<file path="config.mk">
export PLATFORM = sky130hd
export DESIGN_NAME = nfcf_responder
export DESIGN_NICKNAME = d
export VERILOG_FILES = /design/src/rtl/nfcf_pkg.sv /design/src/rtl/nfcf_req_decode.sv /design/src/rtl/nfcf_resp_rom.sv /design/src/rtl/nfcf_crc_engine.sv /design/src/rtl/nfcf_reply_timer.sv /design/src/rtl/nfcf_responder.sv
export SDC_FILE = /design/constraint.sdc
export NUM_CORES = 1
export LEC_CHECK = 0
export BUFFER_PORTS_ARGS = -buffer_cell sky130_fd_sc_hd__buf_2
export CORE_MARGIN = 2
export CORE_UTILIZATION = 48
export CTS_CLUSTER_DIAMETER = 100
export DETAILED_ROUTE_END_ITERATION = 12
export PLACE_DENSITY = 0.72
export RECOVER_POWER = 25
export SYNTH_ARGS = -nofsm -noshare
export SYNTH_HDL_FRONTEND = slang
export SYNTH_SLANG_ARGS = --single-unit
</file>
<file path="constraint.sdc">
create_clock -name clk -period 4.8 [get_ports clk]
set_clock_uncertainty 0.1 [all_clocks]
set_input_delay 0.48 -clock clk [delete_from_list [all_inputs] [get_ports clk]]
set_output_delay 0.48 -clock clk [all_outputs]
set_load 0.02 [all_outputs]
</file>
<file path="src/rtl/nfcf_pkg.sv">
// Shared constants, the request classification type and the CRC step
// used by the card poll responder. Assumes byte-wide frame access.
package nfcf_pkg;

    localparam int RSP_ADDR_W = 6;

    localparam logic [7:0] SYNC_HI      = 8'hB2;
    localparam logic [7:0] SYNC_LO      = 8'h4D;
    localparam logic [7:0] CMD_POLL     = 8'h00;
    localparam logic [7:0] CMD_POLL_RSP = 8'h01;
    localparam logic [7:0] CMD_READ     = 8'h06;
    localparam logic [7:0] CMD_READ_RSP = 8'h07;
    localparam logic [7:0] LEN_POLL_REQ = 8'h06;
    localparam logic [7:0] LEN_READ_MIN = 8'h06;
    localparam logic [7:0] LEN_POLL_RSP = 8'h12;
    localparam logic [7:0] LEN_READ_RSP = 8'h1D;
    localparam logic [15:0] CRC_POLY    = 16'h1021;

    typedef enum logic [1:0] {
        REQ_IGNORE = 2'd0,
        REQ_SILENT = 2'd1,
        REQ_POLL   = 2'd2,
        REQ_READ   = 2'd3
    } req_kind_e;

    // One byte of CRC-16, MSB of the byte first, no reflection.
    function automatic logic [15:0] crc16_step(input logic [15:0] crc_in, input logic [7:0] data);
        logic [15:0] c;
        logic fb;
        c = crc_in;
        for (int b = 7; b >= 0; b--) begin
            fb = c[15] ^ data[b];
            c  = {c[14:0], 1'b0};
            if (fb) c = c ^ CRC_POLY;
        end
        return c;
    endfunction

endpackage

</file>
<file path="src/rtl/nfcf_req_decode.sv">
// Classifies a received frame from its length, command and request-code
// bytes. Purely combinational; assumes the bytes are stable while read.
module nfcf_req_decode
    import nfcf_pkg::*;
(
    input  logic [7:0] len_byte,
    input  logic [7:0] cmd_byte,
    input  logic [7:0] code_byte,
    output req_kind_e  kind
);

    // Map header fields to the request class.
    always_comb begin
        kind = REQ_IGNORE;
        if (cmd_byte == CMD_POLL && len_byte == LEN_POLL_REQ) begin
            if (code_byte == 8'd0)      kind = REQ_POLL;
            else if (code_byte == 8'd1) kind = REQ_SILENT;
        end else if (cmd_byte == CMD_READ && len_byte >= LEN_READ_MIN) begin
            kind = REQ_READ;
        end
    end

endmodule

</file>
<file path="src/rtl/nfcf_resp_rom.sv">
// Produces any byte of the selected reply from its index: sync word,
// length, command, card ID, fixed tail and CRC. Combinational; assumes
// the CRC input is only meaningful once the CRC engine has finished.
module nfcf_resp_rom
    import nfcf_pkg::*;
#(
    parameter logic [63:0]  POLL_PARAM = 64'h0,
    parameter logic [127:0] READ_DATA  = 128'h0
) (
    input  logic                  is_read,
    input  logic [63:0]           card_id,
    input  logic [15:0]           crc,
    input  logic [RSP_ADDR_W-1:0] addr,
    output logic [7:0]            data,
    output logic [7:0]            len_byte
);

    int           a;
    int           lb;
    logic [63:0]  id_sh;
    logic [63:0]  poll_sh;
    logic [127:0] read_sh;

    assign len_byte = is_read ? LEN_READ_RSP : LEN_POLL_RSP;

    // Select the reply byte for the requested index.
    always_comb begin
        a       = int'(addr);
        lb      = int'(len_byte);
        id_sh   = card_id >> (8 * (11 - a));
        poll_sh = POLL_PARAM >> (8 * (19 - a));
        read_sh = READ_DATA >> (8 * (30 - a));
        data    = 8'h00;
        if (a == 0)            data = SYNC_HI;
        else if (a == 1)       data = SYNC_LO;
        else if (a == 2)       data = len_byte;
        else if (a == 3)       data = is_read ? CMD_READ_RSP : CMD_POLL_RSP;
        else if (a <= 11)      data = id_sh[7:0];
        else if (a == lb + 2)  data = crc[15:8];
        else if (a == lb + 3)  data = crc[7:0];
        else if (a < lb + 2) begin
            if (!is_read)      data = poll_sh[7:0];
            else if (a == 14)  data = 8'h01;
            else if (a >= 15)  data = read_sh[7:0];
        end
    end

endmodule

</file>
<file path="src/rtl/nfcf_crc_engine.sv">
// Walks the reply from the length byte to the last payload byte, one byte
// per cycle, and accumulates the CRC. Assumes its read port sees the
// latched reply selection from the cycle after start.
module nfcf_crc_engine
    import nfcf_pkg::*;
(
    input  logic                  clk,
    input  logic                  rst_n,
    input  logic                  start,
    input  logic [7:0]            len_byte,
    input  logic [7:0]            rd_data,
    output logic [RSP_ADDR_W-1:0] rd_addr,
    output logic [15:0]           crc,
    output logic                  ready
);

    logic                  busy_q;
    logic                  ready_q;
    logic [RSP_ADDR_W-1:0] addr_q;
    logic [15:0]           crc_q;

    // Sequence through the covered bytes and fold each into the CRC.
    always_ff @(posedge clk) begin
        if (!rst_n) begin
            busy_q  <= 1'b0;
            ready_q <= 1'b0;
            addr_q  <= '0;
            crc_q   <= '0;
        end else if (start) begin
            busy_q  <= 1'b1;
            ready_q <= 1'b0;
            addr_q  <= RSP_ADDR_W'(2);
            crc_q   <= '0;
        end else if (busy_q) begin
            crc_q  <= crc16_step(crc_q, rd_data);
            addr_q <= addr_q + 1'b1;
            if (8'(addr_q) == len_byte + 8'd1) begin
                busy_q  <= 1'b0;
                ready_q <= 1'b1;
            end
        end
    end

    assign rd_addr = addr_q;
    assign crc     = crc_q;
    assign ready   = ready_q;

endmodule

</file>
<file path="src/rtl/nfcf_reply_timer.sv">
// Captures the tick value when a request is accepted and flags when the
// reply delay has elapsed. Assumes tick is a wrapping up-counter.
module nfcf_reply_timer #(
    parameter int TICK_W = 16,
    parameter int DELAY  = 512
) (
    input  logic              clk,
    input  logic              rst_n,
    input  logic              arm,
    input  logic [TICK_W-1:0] tick,
    output logic              due
);

    localparam logic [TICK_W-1:0] DELAY_T = TICK_W'(DELAY);

    logic [TICK_W-1:0] t0_q;
    logic [TICK_W-1:0] elapsed;

    // Record the reference time on acceptance.
    always_ff @(posedge clk) begin
        if (!rst_n) t0_q <= '0;
        else if (arm) t0_q <= tick;
    end

    assign elapsed = tick - t0_q;
    assign due     = (elapsed >= DELAY_T);

endmodule

</file>
<file path="src/rtl/nfcf_responder.sv">
// Card poll responder: classifies each received frame, drops bad or
// unanswered ones, and for answered ones latches the card ID, computes the
// reply CRC and starts the transmitter REPLY_DELAY ticks after acceptance.
// Assumes the receiver holds its frame until rx_clear and the transmitter
// reads the reply through tx_rd_addr/tx_rd_data before raising tx_done.
module nfcf_responder
    import nfcf_pkg::*;
#(
    parameter int           TICK_W      = 16,
    parameter int           REPLY_DELAY = 512,
    parameter int           HDR_BYTES   = 8,
    parameter logic [63:0]  POLL_PARAM  = 64'h5A10_0000_0C21_7700,
    parameter logic [127:0] READ_DATA   = 128'h0100_0000_0003_0000_0000_0000_0000_0015
) (
    input  logic                  clk,
    input  logic                  rst_n,
    input  logic                  rx_done,
    input  logic                  rx_crc_ok,
    input  logic [HDR_BYTES*8-1:0] rx_hdr,
    output logic                  rx_clear,
    input  logic [63:0]           card_id,
    input  logic [TICK_W-1:0]     tick,
    output logic                  tx_start,
    output logic [7:0]            tx_len,
    input  logic [RSP_ADDR_W-1:0] tx_rd_addr,
    output logic [7:0]            tx_rd_data,
    input  logic                  tx_done
);

    localparam int IDX_LEN  = 2;
    localparam int IDX_CMD  = 3;
    localparam int IDX_CODE = 6;

    typedef enum logic [1:0] {
        ST_LISTEN = 2'd0,
        ST_ARMED  = 2'd1,
        ST_SEND   = 2'd2
    } state_e;

    state_e      state_q;
    req_kind_e   kind;
    logic        is_read_q;
    logic [63:0] id_q;
    logic        tx_start_q;
    logic        rx_clear_q;
    logic        frame_seen;
    logic        accept;
    logic        listening;
    logic        sending;
    logic        due;
    logic        crc_ready;
    logic [15:0] crc;
    logic [RSP_ADDR_W-1:0] crc_addr;
    logic [7:0]  crc_byte;
    logic [7:0]  rsp_len_a;
    logic [7:0]  rsp_len_b;

    nfcf_req_decode dec_i (
        .len_byte  (rx_hdr[IDX_LEN*8 +: 8]),
        .cmd_byte  (rx_hdr[IDX_CMD*8 +: 8]),
        .code_byte (rx_hdr[IDX_CODE*8 +: 8]),
        .kind      (kind)
    );

    assign listening  = (state_q == ST_LISTEN);
    assign sending    = (state_q == ST_SEND);
    assign frame_seen = listening && rx_done && !rx_clear_q;
    assign accept     = frame_seen && rx_crc_ok && (kind == REQ_POLL || kind == REQ_READ);

    // Main control: accept, drop, schedule and finish replies.
    always_ff @(posedge clk) begin
        if (!rst_n) begin
            state_q    <= ST_LISTEN;
            is_read_q  <= 1'b0;
            id_q       <= '0;
            tx_start_q <= 1'b0;
            rx_clear_q <= 1'b0;
        end else begin
            tx_start_q <= 1'b0;
            rx_clear_q <= 1'b0;
            case (state_q)
                ST_LISTEN: begin
                    if (accept) begin
                        is_read_q <= (kind == REQ_READ);
                        id_q      <= card_id;
                        state_q   <= ST_ARMED;
                    end else if (frame_seen) begin
                        rx_clear_q <= 1'b1;
                    end
                end
                ST_ARMED: begin
                    if (crc_ready && due) begin
                        tx_start_q <= 1'b1;
                        state_q    <= ST_SEND;
                    end
                end
                ST_SEND: begin
                    if (tx_done) begin
                        rx_clear_q <= 1'b1;
                        state_q    <= ST_LISTEN;
                    end
                end
                default: state_q <= ST_LISTEN;
            endcase
        end
    end

    nfcf_reply_timer #(
        .TICK_W (TICK_W),
        .DELAY  (REPLY_DELAY)
    ) timer_i (
        .clk   (clk),
        .rst_n (rst_n),
        .arm   (accept),
        .tick  (tick),
        .due   (due)
    );

    nfcf_resp_rom #(
        .POLL_PARAM (POLL_PARAM),
        .READ_DATA  (READ_DATA)
    ) rom_crc_i (
        .is_read  (is_read_q),
        .card_id  (id_q),
        .crc      (16'h0000),
        .addr     (crc_addr),
        .data     (crc_byte),
        .len_byte (rsp_len_a)
    );

    nfcf_crc_engine crc_i (
        .clk      (clk),
        .rst_n    (rst_n),
        .start    (accept),
        .len_byte (rsp_len_a),
        .rd_data  (crc_byte),
        .rd_addr  (crc_addr),
        .crc      (crc),
        .ready    (crc_ready)
    );

    nfcf_resp_rom #(
        .POLL_PARAM (POLL_PARAM),
        .READ_DATA  (READ_DATA)
    ) rom_tx_i (
        .is_read  (is_read_q),
        .card_id  (id_q),
        .crc      (crc),
        .addr     (tx_rd_addr),
        .data     (tx_rd_data),
        .len_byte (rsp_len_b)
    );

    assign tx_len   = rsp_len_b + 8'd4;
    assign tx_start = tx_start_q;
    assign rx_clear = rx_clear_q;

endmodule

</file>
==> results.yml <==
run_status:
  status: "complete, but fails checks"
  violations: "max-capacitance violations, max-slew violations"
final_layout:
  area_growth_pct: 13.6
  finish.utilization: 0.560
  drive_gt1_frac: 0.185
  finalNetCount: 1247
  fin_cells: 1278
  fin_area_um2: 8920
  num_antenna_cells: 0
synth:
  ys_ff_latch: 109
  synth_area_um2: 7860
  synth-seq-area-share: 0.278
  syn_inst: 969
  synth_top_area_frac: 0.278
  synth_top_cells_by_area: "dfxtp_1, nand2_1, mux4_2"
  ys_top_cells_by_count: "nand2_1, dfxtp_1, a21boi_1"
  yosysMostFrequentCell: "nand2_1"
  synth_area_leader_cell: "dfxtp_1"
  synthFlopType: "dfxtp_1"
  ys_types: 85
  yosysWarnings: 0
  async_flop_share: 0
  synth.avg_cell_area_um2: 8.11
  synth_edf_count: 0
cts:
  post-cts-setup-buffers: 0
  cts_resized: 0
  cts_tree: "done"
  clkSlewWorstSetupHoldPaths_ns: 0.08
  clock_latency_ns: 0.36
  cts-root-buf: "clkbuf_16"
  numCtsBuffers: 9
  h-tree-depth: 3
  ctsHoldBuffers: 0
  clock-sinks: 109
  cts_buffer_depth: 2
die:
  die_w_um: 132
  die_h_um: 132
  start_util: 0.493
  die_area_um2: 17400
  core_region_area_um2: 15900
  io_pins: 173
  num_rows: 46
timing:
  min_period_ns: 4.23
  tightest_slew_ns: 1.61
  layout_setup_ws_ns: 0.572
  final.setup.tns_ns: 0
  rsz0062_at_grt: "no"
  fin_hold_ws_ns: 0.255
  finalHoldViolCount: 0
  slew_headroom: -0.0715
  final.period_utilization: 0.881
  fmax_ghz: 0.237
  slew_violations: 84
  setup_violations: 0
critical_path:
  crit_type: "reg -> out"
  crit_fanout: 25
  end_kind: "output pin"
  worstPathArrival_ns: 3.65
  critPathLaunchType: "register"
  cp.required_ns: 4.22
pwr:
  powerDensity_nw_per_um2: 213
  netSwitchingPower_mw: 0.485
  internal-power_mw: 1.42
  p_seq_frac: 0.475
  p_leak_nw: 3.40
  pwr-share-clk: 0.421
  combPwrFrac: 0.103
  vdd_ir_drop_max_mv: 0.186
  sw_frac_of_total: 0.255
  total_power_mw: 1.90
route:
  drt-total-wl_mm: 21.0
  drcViolationCount: 0
  wl_per_cell_um: 16.5
  vias: 7398
  drtPass1Iterations: 5
  antenna_left: 0
  viasPerCell: 5.79
  dr.first_iter.drc_count: 623
global_routing:
  grt_pass1_vias: 7010
  grt_usage: 0.242
  grt_max_degree: 89
  grt_pass1_wl_mm: 34.7
  grt_antenna_before_repair: 0
  gr-total-overflow: 0
place:
  dpl-instance-area_um2: 8600
  gp_congestion: 0.930
  dp_cells: 1262
  port_buffers: 129
  place_ws_ns: 0.943
  hpwl_mm: 15.6
job:
  maxCapViolCount: 1
hold_path:
  min_path_type: "in -> reg"
## worst max-delay path, cell delays in order, from the launching register on
cell     delay, ns
dfxtp_1       0.31
buf_4         0.30
inv_1         0.34
ha_1          0.41
nor2b_1       0.14
o21ai_0       0.16
a21oi_1       0.08
o21ai_0       0.39
nand2_1       0.21
o41a_1        0.45
o22ai_1       0.15
a22o_1        0.17
buf_2         0.16
## sequential cells by signal, summed over array words and instances, names as in the netlist, 2 cells and up
name           cells
id_q              64
crc_i.crc         16
timer_i.t0_q      16
crc_i.rd_addr      6
state_q            2
## cell type report
type	instances	area, µm²
clock buffers	9	225
flip-flops and latches	109	2180
multi-input cells	750	5220
repair buffers	145	769
fillers	1518	7020
inverters	42	158
clock inverters	7	105
well taps	216	270
## cell usage in the layout (no fill, tap or decap), types with 14 or more instances in the layout
cell	count
o21ai_0	29
buf_2	124
mux4_2	32
nand3_1	15
buf_4	14
xnor2_1	17
mux2i_1	21
nor3_1	20
a21oi_1	34
nor2_1	56
inv_1	41
dfxtp_1	109
nand2_1	203
a21boi_1	66
a21boi_0	20
xor2_1	15
ha_1	35
## per-layer routing
metal,global-route usage,up-vias,wire (µm)
met5,0,-,0
met4,0.0725,0,488
met3,0.0384,39,1030
met2,0.397,250,10100
met1,0.328,3467,9460
li1,-,3642,-
## power groups by stage
stage / clock network, mW / registers [mW] / logic (mW)
after CTS: 0.823 / 0.905 / 0.196
after global placement: 0 / 0.926 / 0.193
final: 0.802 / 0.905 / 0.197
after floorplan: 0 / 0.927 / 0.117
after global routing: 0.856 / 0.905 / 0.217
after detailed placement: 0 / 0.926 / 0.194
## final timing paths
kind / slack, ns / endpoint / depth (start not counted) / from
setup reg to reg: 1.03 / crc_i.crc[14]$_SDFFE_PP0P_ / 11 / is_read_q$_SDFFE_PN0P_
setup / recovery: 0.57 / tx_rd_data[6] / 12 / is_read_q$_SDFFE_PN0P_
hold / removal: 0.26 / id_q[22]$_SDFFE_PN0P_ / 3 / card_id[22]
hold reg to reg: 0.35 / timer_i.t0_q[6]$_SDFFE_PN0P_ / 2 / timer_i.t0_q[6]$_SDFFE_PN0P_
## cell families (layout without fill, tap and decap cells)
group           count (synthesis)  after routing  share of synthesized area
buf+inv                       112            203                     0.0604
other cells                     1              3                   0.000477
mux                            55             55                      0.121
fa+ha+maj                      35             35                     0.0558
simple gates                  377            377                      0.225
flops                         109            109                      0.278
compound gates                247            247                      0.222
xor+xnor                       33             33                     0.0378
Power figures use the tool's default switching activity.
